--- src/rtl/cdu_pkg.sv ---
package cdu_pkg;
  localparam int unsigned NUM_CL = 2;

  typedef struct packed {
    logic [NUM_CL-1:0] disp;
    logic [NUM_CL-1:0] master;
    logic [NUM_CL-1:0] alloc;
    logic              opnd_fwd;
    logic              rslt_fwd;
  } route_t;

  localparam int unsigned SRC0 = 0;
  localparam int unsigned SRC1 = 1;
  localparam int unsigned DST  = 2;
  localparam int unsigned NUM_FIELDS = 3;
endpackage

--- src/rtl/cdu_reg_classify.sv ---
module cdu_reg_classify #(
  parameter int unsigned NUM_AREGS = 32,
  localparam int unsigned AW = $clog2(NUM_AREGS)
) (
  input  logic                 vld_i,
  input  logic [AW-1:0]        num_i,
  input  logic [NUM_AREGS-1:0] glob_mask_i,
  output logic                 local_o,
  output logic                 glob_o,
  output logic                 cl_o
);
  logic is_glob;

  assign is_glob = glob_mask_i[num_i];
  assign glob_o  = vld_i & is_glob;
  assign local_o = vld_i & ~is_glob;
  assign cl_o    = num_i[0];
endmodule

--- src/rtl/cdu_route.sv ---
module cdu_route
  import cdu_pkg::*;
(
  input  logic [NUM_FIELDS-1:0] vld_i,
  input  logic [NUM_FIELDS-1:0] local_i,
  input  logic [NUM_FIELDS-1:0] glob_i,
  input  logic [NUM_FIELDS-1:0] cl_i,
  output route_t                route_o
);
  localparam int unsigned CW = $clog2(NUM_FIELDS + 1);

  logic [CW-1:0]     cnt [NUM_CL];
  logic [NUM_CL-1:0] src_in;
  logic              dual, mst, slv, tie_cl, single_cl;

  always_comb begin
    for (int c = 0; c < NUM_CL; c++) cnt[c] = '0;
    src_in = '0;
    for (int f = 0; f < NUM_FIELDS; f++) begin
      if (local_i[f]) cnt[cl_i[f]] = cnt[cl_i[f]] + CW'(1);
    end
    for (int f = 0; f < NUM_FIELDS; f++) begin
      if (f != DST && local_i[f]) src_in[cl_i[f]] = 1'b1;
    end
  end

  // tie-break: first local source, otherwise destination parity
  always_comb begin
    if (local_i[SRC0])      tie_cl = cl_i[SRC0];
    else if (local_i[SRC1]) tie_cl = cl_i[SRC1];
    else                    tie_cl = cl_i[DST];
  end

  assign dual      = glob_i[DST] | ((cnt[0] != '0) & (cnt[1] != '0));
  assign single_cl = (cnt[1] != '0);

  always_comb begin
    if (cnt[0] > cnt[1])      mst = 1'b0;
    else if (cnt[1] > cnt[0]) mst = 1'b1;
    else                      mst = tie_cl;
  end
  assign slv = ~mst;

  always_comb begin
    route_o = '0;
    if (!dual) begin
      route_o.disp[single_cl]   = 1'b1;
      route_o.master[single_cl] = 1'b1;
      route_o.alloc[single_cl]  = vld_i[DST];
    end else begin
      route_o.disp   = '1;
      route_o.master[mst] = 1'b1;
      if (glob_i[DST])       route_o.alloc = '1;
      else if (local_i[DST]) route_o.alloc[cl_i[DST]] = 1'b1;
      route_o.opnd_fwd = src_in[slv];
      route_o.rslt_fwd = glob_i[DST] | (local_i[DST] & (cl_i[DST] == slv));
    end
  end
endmodule

--- src/rtl/cdu_resource_gate.sv ---
module cdu_resource_gate
  import cdu_pkg::*;
(
  input  logic [NUM_CL-1:0] disp_i,
  input  logic [NUM_CL-1:0] alloc_i,
  input  logic [NUM_CL-1:0] q_avail_i,
  input  logic [NUM_CL-1:0] preg_avail_i,
  output logic              ok_o
);
  logic [NUM_CL-1:0] cl_ok;

  for (genvar c = 0; c < NUM_CL; c++) begin : g_cl
    assign cl_ok[c] = (~disp_i[c]  | q_avail_i[c]) &
                      (~alloc_i[c] | preg_avail_i[c]);
  end

  assign ok_o = &cl_ok;
endmodule

--- src/rtl/cdu_dist_unit.sv ---
module cdu_dist_unit
  import cdu_pkg::*;
#(
  parameter int unsigned NUM_AREGS = 32,
  localparam int unsigned AW = $clog2(NUM_AREGS)
) (
  input  logic                 clk_i,
  input  logic                 rst_ni,
  input  logic                 inst_vld_i,
  input  logic                 src0_vld_i,
  input  logic [AW-1:0]        src0_i,
  input  logic                 src1_vld_i,
  input  logic [AW-1:0]        src1_i,
  input  logic                 dst_vld_i,
  input  logic [AW-1:0]        dst_i,
  input  logic [NUM_AREGS-1:0] glob_mask_i,
  input  logic [1:0]           q_avail_i,
  input  logic [1:0]           preg_avail_i,
  output logic                 stall_o,
  output logic [1:0]           disp_vld_o,
  output logic [1:0]           master_o,
  output logic [1:0]           dst_alloc_o,
  output logic                 opnd_fwd_o,
  output logic                 rslt_fwd_o
);
  logic [NUM_FIELDS-1:0] f_vld, f_local, f_glob, f_cl;
  logic [AW-1:0]         f_num [NUM_FIELDS];
  route_t                route, route_q;
  logic                  res_ok, accept;

  assign f_vld[SRC0] = src0_vld_i;
  assign f_vld[SRC1] = src1_vld_i;
  assign f_vld[DST]  = dst_vld_i;
  assign f_num[SRC0] = src0_i;
  assign f_num[SRC1] = src1_i;
  assign f_num[DST]  = dst_i;

  for (genvar f = 0; f < NUM_FIELDS; f++) begin : g_cls
    cdu_reg_classify #(.NUM_AREGS(NUM_AREGS)) u_cls (
      .vld_i       (f_vld[f]),
      .num_i       (f_num[f]),
      .glob_mask_i (glob_mask_i),
      .local_o     (f_local[f]),
      .glob_o      (f_glob[f]),
      .cl_o        (f_cl[f])
    );
  end

  cdu_route u_route (
    .vld_i   (f_vld),
    .local_i (f_local),
    .glob_i  (f_glob),
    .cl_i    (f_cl),
    .route_o (route)
  );

  cdu_resource_gate u_gate (
    .disp_i       (route.disp),
    .alloc_i      (route.alloc),
    .q_avail_i    (q_avail_i),
    .preg_avail_i (preg_avail_i),
    .ok_o         (res_ok)
  );

  assign accept  = inst_vld_i & res_ok;
  assign stall_o = inst_vld_i & ~res_ok;

  always_ff @(posedge clk_i or negedge rst_ni) begin
    if (!rst_ni)     route_q <= '0;
    else if (accept) route_q <= route;
    else             route_q <= '0;
  end

  assign disp_vld_o  = route_q.disp;
  assign master_o    = route_q.master;
  assign dst_alloc_o = route_q.alloc;
  assign opnd_fwd_o  = route_q.opnd_fwd;
  assign rslt_fwd_o  = route_q.rslt_fwd;
endmodule

--- config.mk ---
export PLATFORM = sky130hd
export DESIGN_NAME = cdu_dist_unit
export DESIGN_NICKNAME = d
export VERILOG_FILES = /design/src/rtl/cdu_pkg.sv /design/src/rtl/cdu_reg_classify.sv /design/src/rtl/cdu_route.sv /design/src/rtl/cdu_resource_gate.sv /design/src/rtl/cdu_dist_unit.sv
export SDC_FILE = /design/constraint.sdc
export NUM_CORES = 1
export LEC_CHECK = 0
export ABC_AREA = 1
export BUFFER_PORTS_ARGS = -buffer_cell sky130_fd_sc_hd__buf_2
export CAP_MARGIN = 15
export CORE_MARGIN = 1.5
export CORE_UTILIZATION = 25
export DETAILED_ROUTE_END_ITERATION = 8
export GPL_TIMING_DRIVEN = 0
export HOLD_SLACK_MARGIN = 0.12
export SYNTH_ARGS = -nofsm -noshare
export SYNTH_HDL_FRONTEND = slang
export SYNTH_HIERARCHICAL = 1
export SYNTH_SLANG_ARGS = --single-unit
--- constraint.sdc ---
create_clock -name clk_i -period 3.1 [get_ports clk_i]
set_input_delay 0.62 -clock clk_i [delete_from_list [all_inputs] [get_ports clk_i]]
set_output_delay 0.62 -clock clk_i [all_outputs]
set_load 0.02 [all_outputs]
# After elaboration in Yosys (flattened, before gate mapping)
# Cells that the tools add are included.
# totals
ff_bits	8
latch_bits	0
ramBits	0
romBits	0
in_bits	57
out_inout_bits	9
elab_cells	121
n_memories	0
# classes
add_sub_neg	3
mul	0
n_div	0
magnitude_cmp	22
eq_ne	1
n_shift	0
n_mux	48
n_bitwise	31
reduce_logical	11
# op_table
cell	count
$mux 2	16
$lt 5x6->1 const B	3
$bmux 1 s5	3
$mux 1	14
$lt 1x2->1 const B	6
$mux 4	3
$and 1x1->1	10
$not 1->1	9
$bwmux 4	2
$logic_and 1x1->1	8
$mux 8	1
$add 2x1->2 const B	3
$demux 2 s1	3
$ge 2x2->1 const B	3
$lt 2x1->1 const B	3
$mux 6	1
$not 1->2	3
$or 1x1->1	6
$demux 1 s1	5
$ge 1x1->1 const B	5
$and 4x4->4	1
$gt 2x2->1	2
$reduce_bool 2->1	2
$and 2x2->2	1
3 further kinds	3

# Logic depth before layout (Yosys ltp)
# Gate-level depths: netlist (run 1).
# depth
ltp_word	33
depth_mapped	27
mapped_depth_nobuf	25

# By module
# The synthesis (run 1) kept the hierarchy.
# by_module_without_submodules
mod	n_inst	cells_each	area_per_inst_um2	seq_area_each_um2
cdu_reg_classify	3	85	380.4	0.0
cdu_route	1	60	330.3	0.0
cdu_dist_unit	1	27	274.0	200.2
cdu_resource_gate	1	11	41.3	0.0

# Worst setup path before layout (run 1)
# Ideal clock, no wire load.
# synth_path
kind	input to output
startpoint	input port src1_i[0]
endpoint	output port stall_o
t_arrival_ns	2.499
t_required_ns	2.480
slack_ns	-0.019
cell_stages	21
path_buffers	2
path_cell_list	buf_6 -> buf_4 -> nand2_1 -> nand3_1 -> nand3_1 -> nand2_1 -> nand2_1 -> nand2_1 -> nand2_1 -> nand2_1 -> nor2_2 -> nand2_1 -> nand2_2 -> inv_2 -> nand2_4 -> nand2_4 -> o21ai_0 -> nand2_1 -> nand2_1 -> nor2_1 -> nor2_1
# synth_lines
element	line_no	text
from (decl)	cdu_dist_unit.sv:13	input logic [AW-1:0] src1_i,
to (decl)	cdu_dist_unit.sv:19	output logic stall_o,

==> impl_metrics.json, run 1 <==
{
  "status": "complete, but fails checks",
  "violated_checks": "setup timing",
  "hold_path.class": "in2async",
  "setup_slack_ns": -0.0539,
  "placement.cell_area_sq_um": 2170,
  "number_of_h_tree_branching_levels": 1,
  "tritoncts": "done",
  "critical_path_peak_fanout": 5,
  "antenna_found_initial": 0,
  "synthesis.yosys.warnings": 6,
  "synth.net_count": 404,
  "io_buffer_count": 59,
  "maxCapViolations": 0,
  "leakage_nw": 1.68,
  "routed.top_layer": "met4",
  "critical_path.max_stage_delay_ns": 0.15,
  "core_region_area_sq_um": 6790,
  "timing.critical_path.slowest_stage_cell": "sky130_fd_sc_hd__clkbuf_16",
  "critical_path_required_ns": 2.48,
  "gr-total-overflow": 0,
  "detailedRoute.firstIterationViolations": 122,
  "maxClockFrequency_mhz": 317,
  "buffer_levels_on_the_longest_clock_path": 2,
  "min_period_over_period": 1.02,
  "synth_area_per_cell_sq_um": 5.08,
  "drc": 0,
  "critical_path.startpoint": "src0_i[0]",
  "setup_viol": 1,
  "first_pass_grt_wire_length_um": 9680,
  "critical_path_arrival_ns": 2.53,
  "drt-met1-wl_um": 2720,
  "critPathCaptureType": "output port",
  "cts-root-buf": "sky130_fd_sc_hd__clkbuf_8",
  "worst_slew_pin_slew_ns": 0.263,
  "grt_setup_unrepaired": "true",
  "detailedPlace.worstSlack_ns": -0.203,
  "stdcell_area_sq_um": 2950,
  "start_kind": "input pin",
  "worst_ir_drop_vdd_mv": 0.104,
  "netlist_instances": 345,
  "via_count_of_the_first_global_routing_pass": 2121,
  "met3RoutedLength_um": 430,
  "routed_wl_um": 6460,
  "drt_pass1_iterations": 4,
  "final_hold_viol_count": 0,
  "track_usage": 0.157,
  "grt_start_max_net_pins": 17,
  "final_net_count": 501,
  "max_slew_margin": 0.824,
  "setup.worst_path.class": "in2out",
  "tritoncts.num_buffers": 3,
  "clkTransAtPathRegs_ns": 0.04,
  "power_density_nw_per_um2": 260,
  "globalplace.congestion": 0.998,
  "setup.worst_path.end": "stall_o",
  "die_span_in_x_um": 86.7,
  "starting_utilization_of_the_core_area": 0.258,
  "final_layout_size_suffix_gt1_frac": 0.482,
  "num_vias": 2527,
  "die-area_sq_um": 7520,
  "antenna-diode-count": 0,
  "final_max_slew_viol_count": 0,
  "routedWlPerCell_um": 12.1,
  "die-height_um": 86.7,
  "routed-wl-met2_um": 3190,
  "clkSinkCount": 8,
  "design.portCount": 66,
  "crit_path_cell_trace": "buf_12, clkbuf_16, nand2_2, nand3_2, nand3_2, nand2_1, nand2_1, nand2_2, nand2_2, nand2_2, nor2_4, buf_6, nand2_4, nand2_4, inv_2, nand2_4, nand2_4, nand3_2, o21ai_2, nand2_1, nand2_1, nor2_2, nor2_1, buf_4",
  "post_drt_via_cell_ratio": 4.71,
  "area.growth.synth_to_final_pct": 68.6,
  "period_needed_ns": 3.15,
  "dp_hpwl_um": 4630,
  "worst_hold_slack_ns": 0.217,
  "ant_nets": 0,
  "netlist_area_sq_um": 1750,
  "fp-row-count": 30
}
## stage by stage
step	cells	util	total power [W]	setup TNS [ns]
floorplan	345	-	0.000364	0
global placement	500	0.319	0.000465	-0.186
detailed placement	500	0.319	0.000467	-0.244
CTS	519	0.354	0.000659	0
global route	536	0.435	0.000827	-0.730
finish	536	0.435	0.000768	-0.0539
## worst max-delay path: cells and delay by family
kind,cells,cell delay (ns)
buf+inv,5,0.59
simple gates,18,1.26
compound gates,1,0.06
## state kept, by name, summed over array words and instances, names as in the netlist
signal and cells:
disp_vld_o 2, opnd_fwd_o 1, rslt_fwd_o 1, dst_alloc_o 2, master_o 2
## layout make-up
class,count,area [sq um]
Timing Repair Buffer,94,653
Multi-Input combinational cell,277,1560
Inverter,45,214
Sequential cell,8,200
Clock buffer,3,41.3
Fill cell,696,3840
Buffer,13,165
Tap cell,96,120
## layout by cell type (no fill, tap or decap), types with 4 or more instances in the layout
cell type / n
sky130_fd_sc_hd__buf_6: 8
sky130_fd_sc_hd__buf_4: 31
sky130_fd_sc_hd__dfrtp_1: 8
sky130_fd_sc_hd__nand2_2: 40
sky130_fd_sc_hd__inv_6: 5
sky130_fd_sc_hd__nor2_1: 11
sky130_fd_sc_hd__inv_2: 5
sky130_fd_sc_hd__nand2_4: 10
sky130_fd_sc_hd__nand2_1: 117
sky130_fd_sc_hd__inv_1: 33
sky130_fd_sc_hd__buf_2: 58
sky130_fd_sc_hd__nor2_4: 4
sky130_fd_sc_hd__clkbuf_16: 4
sky130_fd_sc_hd__nand3_2: 29
sky130_fd_sc_hd__nand3_1: 50
## routing by layer
metal,GRT usage,vias to the layer above
met5,0,-
met4,0.0513,0
met3,0.0133,13
met2,0.270,108
met1,0.206,1141
li1,-,1265
## power by group
group          internal, W  total (W)  switching, W
combinational     0.000244   0.000530      0.000286
sequential        0.000113   0.000114    0.00000139
clock            0.0000841   0.000125     0.0000408
## worst min-delay path by stage
stage / start / end / slack, ns
global placement: rst_ni / master_o[1] / 0.46
floorplan: rst_ni / disp_vld_o[0] / 0.32
finish: rst_ni / disp_vld_o[0] / 0.22
global route: rst_ni / disp_vld_o[0] / 0.24
CTS: rst_ni / disp_vld_o[0] / 0.22
detailed placement: rst_ni / master_o[0] / 0.46
## what timing repair did
item	CTS	global route
gates cloned	1	5
setup buffers	17	12
pin swaps	21	71
setup endpoints to repair	1	6
hold buffers	0	0
endpoints found under the hold margin	0	0
gates resized for setup	28	103
No activity file was read; power rests on OpenSTA's default activity.
==> run 2, diff against run 1 <==
Settings changed: ABC_CLOCK_PERIOD_IN_PS set to 3100, REMOVE_ABC_BUFFERS set to 1.
==> run 2 against run 1 <==
Compared with the run above:
- the flow still finishes with violations (setup timing)
- count of clock-buffer cells in the layout stayed put
- first-iteration DRC count fell by 22%
- global-route usage grew 0.11 points
- clock power is essentially flat
- wire length up 0.88%
- power is 5.3% lower
- critical endpoint unchanged
- largest cell class unchanged
==> impl_metrics.json, run 2 (synthesized netlist as in run 1, its figures left out) <==
{
  "drc": 0,
  "setup.worst_path.class": "in2out",
  "mostFrequentLayoutCell": "sky130_fd_sc_hd__nand2_1",
  "dp_hpwl_um": 4310,
  "status": "complete, but fails checks",
  "routed_wl_um": 6520,
  "routedWlPerCell_um": 12.6,
  "commonest_cells_after_routing_fill_and_taps_aside": "sky130_fd_sc_hd__nand2_1, sky130_fd_sc_hd__buf_2, sky130_fd_sc_hd__nand2_2, sky130_fd_sc_hd__nand3_1, sky130_fd_sc_hd__nand3_2",
  "grt_setup_unrepaired": "true",
  "start_kind": "input pin",
  "die-height_um": 86.7,
  "setup_viol": 1,
  "area.growth.synth_to_final_pct": 65.1,
  "gr-total-overflow": 0,
  "core_region_area_sq_um": 6790,
  "first_pass_grt_wire_length_um": 9670,
  "grt_start_max_net_pins": 21,
  "violated_checks": "setup timing",
  "critical_path.startpoint": "src0_i[1]",
  "drt_pass1_iterations": 4,
  "met3RoutedLength_um": 510,
  "setup.worst_path.end": "stall_o",
  "maxCapViolations": 0,
  "min_period_over_period": 1.00,
  "die_span_in_x_um": 86.7,
  "routed.top_layer": "met4",
  "drt-met1-wl_um": 2560,
  "worst_slew_pin_slew_ns": 0.263,
  "critical_path_arrival_ns": 2.48,
  "design.portCount": 66,
  "clkSinkCount": 8,
  "antenna_found_initial": 0,
  "setup_slack_ns": -0.000446,
  "num_vias": 2509,
  "hold_path.class": "in2async",
  "number_of_h_tree_branching_levels": 1,
  "period_needed_ns": 3.10,
  "buffer_levels_on_the_longest_clock_path": 2,
  "tritoncts.num_buffers": 3,
  "clkTransAtPathRegs_ns": 0.04,
  "track_usage": 0.158,
  "power_density_nw_per_um2": 252,
  "die-area_sq_um": 7520,
  "final_core_util": 0.426,
  "detailedPlace.worstSlack_ns": -0.504,
  "fp-row-count": 30,
  "final_hold_viol_count": 0,
  "placedCellCount": 491,
  "ant_nets": 0,
  "globalplace.congestion": 0.861,
  "max_slew_margin": 0.825,
  "starting_utilization_of_the_core_area": 0.258,
  "cts_hold_repair.buffers": 0,
  "critical_path_peak_fanout": 9,
  "final_net_count": 481,
  "via_count_of_the_first_global_routing_pass": 2156,
  "critical_path_required_ns": 2.48,
  "leakage_nw": 1.62,
  "io_buffer_count": 65,
  "final_max_slew_viol_count": 0,
  "routed-wl-met2_um": 3200,
  "post_drt_via_cell_ratio": 4.86,
  "n_fill_cell": 709,
  "worst_ir_drop_vdd_mv": 0.117,
  "stdcell_count": 516,
  "tritoncts": "done",
  "cts-root-buf": "sky130_fd_sc_hd__clkbuf_8",
  "detailedRoute.firstIterationViolations": 95,
  "maxClockFrequency_mhz": 323,
  "antenna-diode-count": 0,
  "final_layout_size_suffix_gt1_frac": 0.483,
  "timing.setup.tns_ns": -0.000446,
  "critPathCaptureType": "output port"
}
## run 2: changes by cell type in the layout (fill, tap and decap cells not counted), moves of 2 or more
cell                      change
sky130_fd_sc_hd__nand2_2      +6
sky130_fd_sc_hd__buf_4       -14
sky130_fd_sc_hd__nand3_1      -7
sky130_fd_sc_hd__nand2_4      -2
sky130_fd_sc_hd__buf_12       -3
sky130_fd_sc_hd__nand3_2      +6
sky130_fd_sc_hd__inv_6        -5
sky130_fd_sc_hd__buf_16       +4
sky130_fd_sc_hd__inv_12       +2
sky130_fd_sc_hd__o21ai_2      -2
sky130_fd_sc_hd__nand2_1      -4
sky130_fd_sc_hd__buf_6        -5
sky130_fd_sc_hd__buf_8        -3
## run 2: cell type report
| class | count | area (sq um) | share of cell area |
|---|---|---|---|
| clock buffer | 3 | 41.3 | 0.0143 |
| inverter | 45 | 240 | 0.0831 |
| multi-input combinational | 277 | 1610 | 0.556 |
| sequential | 8 | 200 | 0.0692 |
| tap | 96 | 120 | 0.0415 |
| timing repair buffer | 86 | 664 | 0.230 |
| timing repair inverter | 1 | 16.3 | 0.00563 |
## run 2: repair_timing
item / 4_1_cts / 5_1_grt
endpoints found under the setup margin: 4 / 5
cloned: 2 / 4
setup buffers: 10 / 6
gates resized for setup: 51 / 101
pin swaps: 22 / 44
## run 2: power breakdown
group          internal (W)  switching (W)
combinational      0.000206       0.000282
clock             0.0000841      0.0000413
sequential         0.000113     0.00000161
## run 2: worst min path at each step
| stage | from | to | cells past startpoint | slack (ns) |
|---|---|---|---|---|
| 2_1_floorplan | rst_ni | disp_vld_o[0] | 0 | 0.32 |
| 3_3_place_gp | rst_ni | master_o[0] | 1 | 0.46 |
| 3_5_place_dp | rst_ni | master_o[1] | 1 | 0.47 |
| 4_1_cts | rst_ni | disp_vld_o[1] | 1 | 0.22 |
| 5_1_grt | rst_ni | master_o[0] | 1 | 0.23 |
| 6_report | rst_ni | disp_vld_o[1] | 1 | 0.22 |
## run 2: worst max-delay path, stage by stage
cell and delay (ns):
sky130_fd_sc_hd__buf_6 0.14, sky130_fd_sc_hd__clkinv_8 0.08, sky130_fd_sc_hd__nand3_1 0.08, sky130_fd_sc_hd__nand3_2 0.10, sky130_fd_sc_hd__nand2_2 0.06, sky130_fd_sc_hd__nand2_1 0.05, sky130_fd_sc_hd__nand2_1 0.04, sky130_fd_sc_hd__nand2_1 0.07
sky130_fd_sc_hd__nand2_2 0.06, sky130_fd_sc_hd__nor2_4 0.16, sky130_fd_sc_hd__nand2_2 0.08, sky130_fd_sc_hd__nand2_2 0.10, sky130_fd_sc_hd__inv_4 0.06, sky130_fd_sc_hd__nand2_4 0.09, sky130_fd_sc_hd__nand2_4 0.08, sky130_fd_sc_hd__o21ai_4 0.17
sky130_fd_sc_hd__nand2_2 0.08, sky130_fd_sc_hd__nand2_2 0.08, sky130_fd_sc_hd__nor2_4 0.04, sky130_fd_sc_hd__nor2_1 0.09, sky130_fd_sc_hd__buf_4 0.14
## run 2: stage by stage
stage          hold WS [ns]  power (W)  instance area (sq um)
6_report              0.220   0.000728                   2890
5_1_grt               0.230   0.000787                   2890
4_1_cts               0.225   0.000638                   2380
3_5_place_dp          0.469   0.000457                   2070
3_3_place_gp          0.465   0.000453                   2070
2_1_floorplan         0.324   0.000338                   1620
## run 2: per-layer routing
| layer | vias to the layer above | track usage |
|---|---|---|
| met1 | 1123 | 0.202 |
| met2 | 128 | 0.279 |
| li1 | 1239 | - |
| met5 | - | 0 |
| met3 | 19 | 0.00952 |
| met4 | 0 | 0.0572 |
